--- src/rtl/tmg_reg_loader_pkg.sv ---
// Package: shared types for the timing register byte loader.
// Assumes nothing beyond IEEE 1800-2017.
package tmg_reg_loader_pkg;
    // Which half of a 12-bit register the next data transfer carries.
    typedef enum logic {
        PH_LO = 1'b0,
        PH_HI = 1'b1
    } byte_phase_e;
endpackage

--- src/rtl/tmg_strobe_edge.sv ---
// Module: tmg_strobe_edge
// Detects the high-to-low transition of the transfer strobe.
// Assumes the strobe is synchronous to clk. The pulse is combinational and
// is high in the cycle where the strobe is first sampled low.
module tmg_strobe_edge (
    input  logic clk,
    input  logic rst_n,
    input  logic strobe,
    output logic fall
);
    logic strobe_q;

    // Remember the previous strobe level.
    always_ff @(posedge clk) begin
        if (!rst_n) strobe_q <= 1'b0;
        else        strobe_q <= strobe;
    end

    // Falling transition: high last cycle, low now.
    always_comb fall = strobe_q & ~strobe;
endmodule

--- src/rtl/tmg_byte_asm.sv ---
// Module: tmg_byte_asm
// Tracks the byte phase and builds a register word from two data transfers.
// Assumes DIN_W < REG_W <= 2*DIN_W. commit and addr_ld are combinational
// qualifiers of the current falling edge, and clear overrides both.
module tmg_byte_asm
    import tmg_reg_loader_pkg::*;
#(
    parameter int DIN_W = 8,
    parameter int REG_W = 12
) (
    input  logic             clk,
    input  logic             rst_n,
    input  logic             clear,
    input  logic             fall,
    input  logic             sel_addr,
    input  logic [DIN_W-1:0] din,
    output logic             addr_ld,
    output logic             commit,
    output logic [REG_W-1:0] word
);
    localparam int HI_W = REG_W - DIN_W;

    byte_phase_e      phase_q;
    logic [DIN_W-1:0] low_q;
    logic             data_xfer;

    // Classify the current transfer.
    always_comb begin
        addr_ld   = fall & ~clear & sel_addr;
        data_xfer = fall & ~clear & ~sel_addr;
        commit    = data_xfer & (phase_q == PH_HI);
        word      = {din[HI_W-1:0], low_q};
    end

    // Advance the byte phase; an address load or clear resets it.
    always_ff @(posedge clk) begin
        if (!rst_n || clear)  phase_q <= PH_LO;
        else if (addr_ld)     phase_q <= PH_LO;
        else if (data_xfer)   phase_q <= (phase_q == PH_LO) ? PH_HI : PH_LO;
    end

    // Hold the low byte until the upper part arrives.
    always_ff @(posedge clk) begin
        if (!rst_n)                                  low_q <= '0;
        else if (data_xfer && (phase_q == PH_LO))    low_q <= din;
    end
endmodule

--- src/rtl/tmg_addr_ctr.sv ---
// Module: tmg_addr_ctr
// Address register with load and increment. It wraps naturally at 2**ADDR_W.
// Assumes load and step are never high together (they come from distinct
// transfer types). Clear takes priority.
module tmg_addr_ctr #(
    parameter int ADDR_W = 8
) (
    input  logic              clk,
    input  logic              rst_n,
    input  logic              clear,
    input  logic              load,
    input  logic [ADDR_W-1:0] load_val,
    input  logic              step,
    output logic [ADDR_W-1:0] addr
);
    // Load, step or clear the address.
    always_ff @(posedge clk) begin
        if (!rst_n || clear) addr <= '0;
        else if (load)       addr <= load_val;
        else if (step)       addr <= addr + ADDR_W'(1);
    end
endmodule

--- src/rtl/tmg_addr_dec.sv ---
// Module: tmg_addr_dec
// Decodes the current address into one enable per register, gated by commit.
// Assumes NUM_REGS <= 2**ADDR_W. Addresses at or above NUM_REGS enable nothing.
module tmg_addr_dec #(
    parameter int ADDR_W   = 8,
    parameter int NUM_REGS = 12
) (
    input  logic [ADDR_W-1:0]   addr,
    input  logic                commit,
    output logic [NUM_REGS-1:0] en
);
    // One comparator per register.
    for (genvar i = 0; i < NUM_REGS; i++) begin : g_slot
        always_comb en[i] = commit & (addr == ADDR_W'(i));
    end
endmodule

--- src/rtl/tmg_reg_loader.sv ---
// Module: tmg_reg_loader (top)
// Loads REG_W-bit timing registers from a DIN_W-bit bus on the falling edge
// of the transfer strobe. Enables and data are registered and last one cycle.
// Assumes all inputs are synchronous to clk.
module tmg_reg_loader #(
    parameter int DIN_W    = 8,
    parameter int REG_W    = 12,
    parameter int NUM_REGS = 12
) (
    input  logic                clk,
    input  logic                rst_n,
    input  logic                clr,
    input  logic                ld_strobe,
    input  logic                sel_addr,
    input  logic                auto_step,
    input  logic [DIN_W-1:0]    bus_din,
    output logic [NUM_REGS-1:0] reg_we,
    output logic [REG_W-1:0]    reg_wdata
);
    localparam int ADDR_W = DIN_W;

    logic              fall;
    logic              addr_ld;
    logic              commit;
    logic [REG_W-1:0]  word;
    logic [ADDR_W-1:0] addr;
    logic [NUM_REGS-1:0] en;

    tmg_strobe_edge edge_i (
        .clk    (clk),
        .rst_n  (rst_n),
        .strobe (ld_strobe),
        .fall   (fall)
    );

    tmg_byte_asm #(.DIN_W(DIN_W), .REG_W(REG_W)) asm_i (
        .clk      (clk),
        .rst_n    (rst_n),
        .clear    (clr),
        .fall     (fall),
        .sel_addr (sel_addr),
        .din      (bus_din),
        .addr_ld  (addr_ld),
        .commit   (commit),
        .word     (word)
    );

    tmg_addr_ctr #(.ADDR_W(ADDR_W)) ctr_i (
        .clk      (clk),
        .rst_n    (rst_n),
        .clear    (clr),
        .load     (addr_ld),
        .load_val (bus_din),
        .step     (commit & auto_step),
        .addr     (addr)
    );

    tmg_addr_dec #(.ADDR_W(ADDR_W), .NUM_REGS(NUM_REGS)) dec_i (
        .addr   (addr),
        .commit (commit),
        .en     (en)
    );

    // Register the enables so that each write lasts exactly one cycle.
    always_ff @(posedge clk) begin
        if (!rst_n) reg_we <= '0;
        else        reg_we <= en;
    end

    // Capture the assembled word on each completed data write.
    always_ff @(posedge clk) begin
        if (!rst_n)      reg_wdata <= '0;
        else if (commit) reg_wdata <= word;
    end
endmodule

--- config.mk ---
export PLATFORM = sky130hd
export DESIGN_NAME = tmg_reg_loader
export DESIGN_NICKNAME = d
export VERILOG_FILES = /design/src/rtl/tmg_reg_loader_pkg.sv /design/src/rtl/tmg_strobe_edge.sv /design/src/rtl/tmg_byte_asm.sv /design/src/rtl/tmg_addr_ctr.sv /design/src/rtl/tmg_addr_dec.sv /design/src/rtl/tmg_reg_loader.sv
export SDC_FILE = /design/constraint.sdc
export NUM_CORES = 1
export LEC_CHECK = 0
export BUFFER_PORTS_ARGS = -buffer_cell sky130_fd_sc_hd__buf_2
export CORE_ASPECT_RATIO = 0.6
export CORE_MARGIN = 3
export CORE_UTILIZATION = 55
export CTS_BUF_LIST = sky130_fd_sc_hd__clkbuf_2 sky130_fd_sc_hd__clkbuf_4 sky130_fd_sc_hd__clkbuf_8
export CTS_CLUSTER_DIAMETER = 30
export DETAILED_ROUTE_END_ITERATION = 16
export MAX_ROUTING_LAYER = met4
export PLACE_DENSITY = 0.81
export SYNTH_ARGS = -nofsm -noshare
export SYNTH_HDL_FRONTEND = slang
export SYNTH_SLANG_ARGS = --single-unit
--- constraint.sdc ---
create_clock -name clk -period 3.8 [get_ports clk]
set_input_delay 0.76 -clock clk [delete_from_list [all_inputs] [get_ports clk]]
set_output_delay 0.76 -clock clk [all_outputs]
set_load 0.02 [all_outputs]
==> flow_metrics.py, run 1 <==
metrics = {
    "grt": {
        "grt_max_degree": 24,
        "grt_overflow": 0,
        "gr-usage-all-layers": 0.215,
        "grt_pass1_vias": 1365,
        "antenna_found_initial": 0,
        "grt_pass1_wl_um": 6300,
    },
    "route": {
        "wl_per_cell_um": 13.6,
        "finalWirelength_um": 3610,
        "first_pass_iters": 4,
        "via_per_inst": 5.27,
        "first_iter_violations": 105,
        "ant_nets": 0,
        "vias": 1397,
        "drc": 0,
    },
    "synthesis": {
        "synth_async_sr_flop_share": 0,
        "synth_top_cells_by_area": "dfxtp_1 49%, a21boi_0 8.7%, nand2_1 7.9%, and2_1 4.7%, xnor2_1 3.1%",
        "synth_nets": 206,
        "synth_cells": 188,
        "yosysMostFrequentCell": "dfxtp_1",
        "yosys_most_used_dff": "dfxtp_1",
        "yosys_warnings": 0,
        "synth_seq_cells": 42,
        "synth-edff-count": 0,
        "netlist.area_leader.share": 0.490,
        "post-synth-top-area-cell": "dfxtp_1",
        "syn_avg_cell_area_um2": 9.13,
        "ys_seq_area_frac": 0.490,
        "syn-cell-area_um2": 1720,
        "synthTopCellsByCount": "42 x dfxtp_1, 36 x nand2_1, 20 x a21boi_0",
        "yosysUniqueCellTypes": 34,
    },
    "worst_setup_path": {
        "setup.worst_path.class": "primary input to flip-flop",
        "critPathLaunchType": "primary input",
        "crit_path_end_kind": "flip-flop",
        "critical_path.max_fanout": 15,
        "worstPathArrival_ps": 2560,
        "crit_path_cell_trace": "buf_2 > or4b_1 > nor2_1 > nand2_1 > a21boi_0",
        "path_depth": 5,
        "worst-path-buf-inv": 1,
        "critPathRequiredTime_ps": 4010,
        "worstRegToRegCells": 4,
        "cp_top_family": "simple AND/OR/NAND/NOR gates",
        "slowest_stage": "or4b_1",
        "max_stage_delay_ps": 800,
    },
    "place": {
        "portBuffers": 37,
        "gp_congestion": 0.785,
        "place_ws_ps": 1180,
        "hpwl_um": 2670,
    },
    "clocking": {
        "cts_inserted_buffers": 5,
        "cts-root-buf": "clkbuf_8",
        "post_cts_buffers": 0,
        "path_clk_slew_ps": 80,
        "holdBufCountCts": 0,
        "htreeDepth": 2,
        "cts_buffer_depth": 2,
        "clock_sinks": 42,
        "cts_tree": "built",
        "insertion_delay_ps": 290,
        "ctsResizeCount": 0,
    },
    "floorplan": {
        "pin_count": 38,
        "die_w_um": 78.1,
        "initial_core_util": 0.586,
        "fp-row-count": 15,
        "die_h_um": 49.3,
        "dieArea_um2": 3850,
        "design.core.area_um2": 2930,
    },
    "finish": {
        "nNetsFinal": 240,
        "antennaDiodeCount": 0,
        "area_growth_pct": 17.0,
        "layout-drive-gt1-share": 0.224,
    },
    "sta": {
        "clock_skew_ps": 10.9,
        "relSlewSlack": 0.547,
        "rsz0062_at_grt": "no",
        "hold_violations": 0,
        "post-route-min-period_ps": 2350,
        "setup_viol": 0,
        "worst_pin_slew_ps": 676,
        "fin_ws_ps": 1450,
        "finalCritPeriodShare": 0.618,
        "finalMaxSlewViolations": 0,
        "fmax_mhz": 426,
        "tns_ps": 0,
    },
    "worst_hold_path": {
        "holdPathStages": 2,
        "hp-class": "flip-flop to flip-flop",
    },
    "power": {
        "leakage_nw": 0.796,
        "power_density_nw_per_um2": 412,
        "ir_worst_vdd_uv": 240,
    },
    "status": {
        "run_status": "completed",
    },
    "flow_run": {
        "drv_cap": 0,
    },
}
## placed cells by master (no fill, tap or decap), drive strengths merged, types with 4 or more instances in the layout
cell,count
a211oi,7
a21boi,20
and2,14
buf,37
clkbuf,7
dfxtp,42
ha,4
inv,6
nand2,36
nor2,11
nor3,5
o21ai,9
xnor2,6
## registers in the layout (all words and copies together) (netlist names)
signal,cells
ctr_i.addr,8
reg_we,12
edge_i.strobe_q,1
reg_wdata,12
asm_i.phase_q,1
asm_i.low_q,8
## worst paths after layout
check	start	endpoint	slack, ps
worst max register to register	edge_i.strobe_q	asm_i.low_q[0]	1750
worst min-delay path	asm_i.low_q[6]	reg_wdata[6]	460
worst max-delay path	ld_strobe	asm_i.low_q[0]	1450
worst min register to register	asm_i.low_q[6]	reg_wdata[6]	460
## per-stage QoR
step	std cells	instance area, µm²	hold WS (ps)	util	total power, mW
after global routing	265	2010	480	0.686	0.862
after detailed placement	257	1890	455	0.647	0.480
final	265	2010	462	0.686	0.828
after floorplan	188	1720	437	-	0.468
after CTS	265	2010	466	0.686	0.831
after global placement	257	1890	447	0.647	0.479
## routing by layer
metal	vias to the layer above	share of wire	global-route usage	wire length, µm
li1	698	-	-	-
met1	654	0.48	0.276	1750
met2	41	0.45	0.335	1610
met3	4	0.064	0.0646	230
met4	0	0.0055	0.0494	20
met5	-	0	-	0
## layout make-up
class	instances	area, µm²
clock buffer	7	83.8
multi-input combinational	130	793
tap	42	52.6
clock inverter	1	30.0
fill	250	920
inverter	6	22.5
timing repair buffer	37	185
sequential	42	841
## cell families after synthesis
group,after synthesis,share of synthesized area
compound gates,39,0.159
xor+xnor,6,0.0306
fa+ha+maj,4,0.0292
buf+inv,16,0.0481
flops,42,0.490
mux,1,0.00583
simple gates,80,0.238
## report_power, final
| part | switching [mW] | internal [mW] | total (mW) |
|---|---|---|---|
| combinational | 0.0148 | 0.0113 | 0.0261 |
| clock | 0.146 | 0.211 | 0.357 |
| sequential | 0.00243 | 0.442 | 0.445 |
| total | 0.163 | 0.664 | 0.828 |
## worst min-delay path, cell delays in order, from the launching register on
cell	delay [ps]
dfxtp_1	310
nand2_1	50
a21boi_0	60
Power figures use the tool's default switching activity.
==> run 2, diff against run 1 <==
Settings changed: CORE_UTILIZATION 55 to 50, PLACE_DENSITY 0.81 to 0.77.
Clock period 3.8 ns to 2.16 ns, I/O delays scaled along.
==> run 2 against run 1 <==
Critical path depth unchanged. Critical endpoint is now ctr_i.addr[5]. Worst hold slack lost 68 ps. Flip-flop and latch count did not move. Non-clock buffer count rose by 9. Highest routed layer unchanged. Register-to-register slack worse by 1300 ps. Sequential power increased by 76%.
==> flow_metrics.py, run 2 (synthesis results as in run 1) <==
metrics = {
    "route": {
        "finalWirelength_um": 3700,
        "vias": 1404,
        "first_iter_violations": 112,
        "drc": 0,
        "wl_per_cell_um": 13.5,
        "ant_nets": 0,
        "via_per_inst": 5.12,
        "first_pass_iters": 4,
    },
    "power": {
        "ir_worst_vdd_uv": 304,
        "totalPowerFinal_mw": 1.34,
        "power_density_nw_per_um2": 655,
        "leakage_nw": 0.831,
    },
    "clocking": {
        "ctsResizeCount": 0,
        "clock_sinks": 42,
        "cts_inserted_buffers": 5,
        "cts_tree": "built",
        "cts-root-buf": "clkbuf_8",
        "path_clk_slew_ps": 80,
        "post_cts_buffers": 0,
        "holdBufCountCts": 0,
        "htreeDepth": 2,
        "insertion_delay_ps": 300,
        "cts_buffer_depth": 2,
    },
    "place": {
        "gp_congestion": 0.792,
        "hpwl_um": 2760,
        "portBuffers": 37,
        "dpl_cell_area_um2": 1960,
    },
    "sta": {
        "rsz0062_at_grt": "no",
        "hold_violations": 0,
        "holdWs_ps": 394,
        "clock_skew_ps": 8.31,
        "post-route-min-period_ps": 1690,
        "tns_ps": 0,
        "worst_pin_slew_ps": 501,
        "relSlewSlack": 0.666,
        "setup_viol": 0,
        "finalCritPeriodShare": 0.783,
        "finalMaxSlewViolations": 0,
        "fmax_mhz": 591,
    },
    "floorplan": {
        "pin_count": 38,
        "die_w_um": 81.6,
        "design.core.area_um2": 3060,
        "dieArea_um2": 4200,
        "initial_core_util": 0.561,
        "die_h_um": 51.4,
        "fp-row-count": 15,
    },
    "grt": {
        "grt_pass1_vias": 1278,
        "grt_overflow": 0,
        "gr-usage-met3": 0.0581,
        "grt_max_degree": 24,
        "grt.met1_usage": 0.259,
        "grt_pass1_wl_um": 5970,
        "gr-usage-all-layers": 0.198,
        "antenna_found_initial": 0,
        "busiest_layer": "met2",
        "grt.met2_usage": 0.286,
    },
    "finish": {
        "top_regs": "reg_wdata x12, reg_we x12",
        "nNetsFinal": 249,
        "area_growth_pct": 19.5,
        "layout_common_cells": "42 x dfxtp_1, 37 x buf_2, 36 x nand2_1",
        "antennaDiodeCount": 0,
        "final_common_cell": "dfxtp_1",
        "final_design_area_no_fill_um2": 2050,
        "fillers": 255,
        "layout-drive-gt1-share": 0.254,
    },
    "worst_setup_path": {
        "worstPathArrival_ps": 1900,
        "crit_path_end_kind": "flip-flop",
        "max_stage_delay_ps": 440,
        "critPathLaunchType": "flip-flop",
        "critical_path.max_fanout": 15,
        "setup.worst_path.class": "flip-flop to flip-flop",
        "r2r_slack_ps": 470,
        "slowest_stage": "or4b_1",
        "crit_path_cell_trace": "or4b_1 > buf_4 > nor3_1 > xnor2_1 > a211oi_1",
        "critPathRequiredTime_ps": 2370,
    },
    "worst_hold_path": {
        "hp-class": "primary input to flip-flop",
    },
    "status": {
        "run_status": "completed",
    },
    "flow_run": {
        "drv_cap": 0,
    },
}
run 2: where the power goes:
part | internal (mW) | switching (mW)
clock network | 0.241 | 0.272
logic | 0.0218 | 0.0266
registers | 0.778 | 0.00432
run 2: stage by stage:
| stage | std cells | setup WS [ps] | util |
|---|---|---|---|
| CTS | 274 | 459 | 0.671 |
| floorplan | 188 | 442 | - |
| global placement | 266 | 260 | 0.641 |
| finish | 274 | 468 | 0.671 |
| detailed placement | 266 | 174 | 0.641 |
| global route | 274 | 299 | 0.671 |
run 2: path summary, 6_finish.rpt:
check / to / cells after the start / start
min: asm_i.low_q[4] / 3 / bus_din[4]
max: ctr_i.addr[5] / 5 / edge_i.strobe_q
min reg2reg: reg_wdata[6] / 2 / reg_wdata[6]
max reg2reg: ctr_i.addr[5] / 5 / edge_i.strobe_q
run 2: critical path: cells and delay by family, from the launching register on:
| family | cells | cell delay (ps) |
|---|---|---|
| AOI/OAI and AO/OA | 1 | 240 |
| xor gates and xnor gates | 1 | 100 |
| buffers and inverters | 1 | 200 |
| DFF | 1 | 370 |
| and+or+nand+nor | 2 | 700 |
run 2: final cells by class:
| type | count | area, µm² | area share |
|---|---|---|---|
| Clock inverter | 2 | 13.8 | 0.00671 |
| Clock buffer | 6 | 76.3 | 0.0372 |
| Inverter | 6 | 22.5 | 0.0110 |
| Tap cell | 42 | 52.6 | 0.0256 |
| Multi-Input combinational cell | 130 | 793 | 0.387 |
| Sequential cell | 42 | 841 | 0.410 |
| Timing Repair Buffer | 46 | 253 | 0.123 |
run 2: layer usage:
layer / part of all wire / vias up / wire length (µm)
met3: 0.060 / 8 / 223
met1: 0.49 / 638 / 1800
met5: 0 / - / 0
li1: - / 718 / -
met4: 0.019 / 0 / 71
met2: 0.43 / 40 / 1600
==> run 3, diff against run 2 <==
Settings changed: ABC_AREA set to 1, CORE_UTILIZATION 50 to 55, PLACE_DENSITY 0.77 to 0.8.
Clock period 2.16 ns to 1.75 ns, I/O delays scaled along.
==> run 3 against run 2 <==
Die area is 4.7% lower. Synthesized cell count is 28% higher. Global-route usage is 3.7 points higher.
==> flow_metrics.py, run 3 <==
metrics = {
    "synthesis": {
        "synthTopCellsByCount": "59 x nand2_1, 42 x dfxtp_1, 38 x nand3_1",
        "synth_nets": 258,
        "yosysUniqueCellTypes": 24,
        "yosysMostFrequentCell": "nand2_1",
        "netlist.area_leader.share": 0.470,
        "synth_seq_cells": 42,
        "syn_avg_cell_area_um2": 7.46,
        "synth_async_sr_flop_share": 0,
        "post-synth-top-area-cell": "dfxtp_1",
        "synth-edff-count": 0,
        "synth_cells": 240,
        "yosys_most_used_dff": "dfxtp_1",
        "ys_seq_area_frac": 0.470,
        "yosys_warnings": 0,
        "syn-cell-area_um2": 1790,
        "synth_top_cells_by_area": "dfxtp_1 47%, nand2_1 12%, nand3_1 11%, a21oi_1 6.4%, nor2_1 4.4%",
    },
    "place": {
        "portBuffers": 37,
        "dpl_cell_area_um2": 2000,
        "place_ws_ps": 297,
        "dp.cells": 314,
        "hpwl_um": 2960,
        "gp_congestion": 0.881,
    },
    "sta": {
        "finalCritPeriodShare": 0.880,
        "finalMaxSlewViolations": 0,
        "holdWs_ps": 273,
        "post-route-min-period_ps": 1540,
        "setup_viol": 0,
        "fin_ws_ps": 209,
        "hold_violations": 0,
        "rsz0062_at_grt": "no",
        "relSlewSlack": 0.662,
        "fmax_mhz": 649,
        "tns_ps": 0,
        "clock_skew_ps": 5.01,
        "worst_pin_slew_ps": 505,
    },
    "worst_setup_path": {
        "rr_startpoint": "ctr_i.addr[0]",
        "worst-path-buf-inv": 1,
        "max_stage_delay_ps": 420,
        "worstRegToRegCells": 8,
        "setup.worst_path.class": "flip-flop to flip-flop",
        "critPathLaunchType": "flip-flop",
        "critical_path.max_fanout": 6,
        "slowest_stage": "dfxtp_1",
        "crit_path_end_kind": "flip-flop",
        "cp_common_cell": "nand2_1",
        "crit_path_cell_trace": "ha_1 > nand3_1 > o21ai_0 > nand2_1 > nand2_1 > nand3_1 > nand2_1 > inv_1",
        "worstPathArrival_ps": 1740,
        "critPathRequiredTime_ps": 1950,
        "cp_top_family": "simple AND/OR/NAND/NOR gates",
        "r2r-end": "ctr_i.addr[6]",
        "r2r_slack_ps": 210,
    },
    "clocking": {
        "clock_sinks": 42,
        "insertion_delay_ps": 290,
        "htreeDepth": 2,
        "ctsResizeCount": 0,
        "cts-root-buf": "clkbuf_8",
        "cts_buffer_depth": 2,
        "path_clk_slew_ps": 80,
        "holdBufCountCts": 0,
        "cts_inserted_buffers": 5,
        "cts_tree": "built",
        "post_cts_buffers": 0,
    },
    "grt": {
        "grt.met1_usage": 0.333,
        "gr-usage-all-layers": 0.235,
        "antenna_found_initial": 0,
        "grt_pass1_wl_um": 7080,
        "gr-usage-met3": 0.0681,
        "grt.met2_usage": 0.314,
        "grt_pass1_vias": 1502,
        "grt_max_degree": 21,
        "grt_overflow": 0,
        "busiest_layer": "met1",
    },
    "floorplan": {
        "initial_core_util": 0.600,
        "pin_count": 38,
        "dieArea_um2": 4000,
        "design.core.area_um2": 2980,
        "fp-row-count": 15,
        "die_w_um": 79.6,
        "die_h_um": 50.2,
    },
    "finish": {
        "nNetsFinal": 297,
        "final_common_cell": "nand2_1",
        "area_growth_pct": 17.2,
        "final_design_area_no_fill_um2": 2100,
        "fin_util": 0.703,
        "antennaDiodeCount": 0,
        "stdcell_count": 322,
        "top_regs": "reg_wdata x12, reg_we x12",
        "layout-drive-gt1-share": 0.232,
        "layout_common_cells": "59 x nand2_1, 42 x dfxtp_1, 38 x nand3_1",
    },
    "route": {
        "via_per_inst": 5.12,
        "vias": 1649,
        "wl_per_cell_um": 12.8,
        "first_iter_violations": 148,
        "first_pass_iters": 4,
        "drc": 0,
        "finalWirelength_um": 4120,
        "ant_nets": 0,
    },
    "power": {
        "ir_worst_vdd_uv": 565,
        "power_density_nw_per_um2": 804,
        "leakage_nw": 0.960,
        "totalPowerFinal_mw": 1.69,
    },
    "worst_hold_path": {
        "min_to": "edge_i.strobe_q",
        "hp-class": "primary input to flip-flop",
        "holdPathStages": 3,
        "min-delay-start": "rst_n",
    },
    "status": {
        "run_status": "completed",
    },
    "flow_run": {
        "drv_cap": 0,
    },
}
[run 3: cell count changes after synthesis, moves of 4 or more]
| cell | previous run | this run |
|---|---|---|
| and2_1 | 13 | 0 |
| nand2_1 | 36 | 59 |
| nand3_1 | 2 | 38 |
| nor2_1 | 11 | 21 |
| a21boi_0 | 20 | 0 |
| nor3_1 | 5 | 0 |
| nand2_2 | 0 | 4 |
| xnor2_1 | 6 | 0 |
| a21oi_1 | 1 | 23 |
| inv_1 | 6 | 19 |
| a211oi_1 | 6 | 0 |
[run 3: layout make-up]
type,count,area [µm²]
well taps,42,52.6
clock buffers,7,90.1
repair buffers,41,215
inverters,23,86.3
multi-input cells,166,807
clock inverters,1,5.00
fillers,249,887
flip-flops and latches,42,841
[run 3: worst max path at each step]
stage | from | end | slack, ps | depth (start not counted)
global placement | clr | ctr_i.addr[4] | 340 | 10
global route | ctr_i.addr[0] | ctr_i.addr[6] | 40 | 8
detailed placement | clr | ctr_i.addr[4] | 300 | 10
floorplan | ctr_i.addr[0] | ctr_i.addr[6] | 540 | 8
CTS | ctr_i.addr[0] | ctr_i.addr[6] | 220 | 8
finish | ctr_i.addr[0] | ctr_i.addr[6] | 210 | 8
[run 3: worst register-to-register path, stage by stage, from the launching register on]
cell and delay (ps):
dfxtp_1 420, ha_1 270, nand3_1 170, o21ai_0 220, nand2_1 100, nand2_1 90, nand3_1 80, nand2_1 60
inv_1 40
[run 3: where the power goes]
group / internal (mW) / total (mW) / leakage (nW) / switching [mW]
Combinational: 0.0217 / 0.0672 / 0.569 / 0.0456
Sequential: 0.959 / 0.963 / 0.339 / 0.00369
Clock: 0.334 / 0.655 / 0.0517 / 0.322
[run 3: layer usage]
metal,wire length [µm],up-vias
met5,0,-
met4,52,0
met3,318,7
met2,1630,56
met1,2120,736
li1,-,850
[run 3: cell families after synthesis]
family	after synthesis	synth area share
and+or+nand+nor	132	0.339
DFF	42	0.470
buffers and inverters	32	0.0790
AOI/OAI and AO/OA	30	0.0839
adders and majority gates	4	0.0280
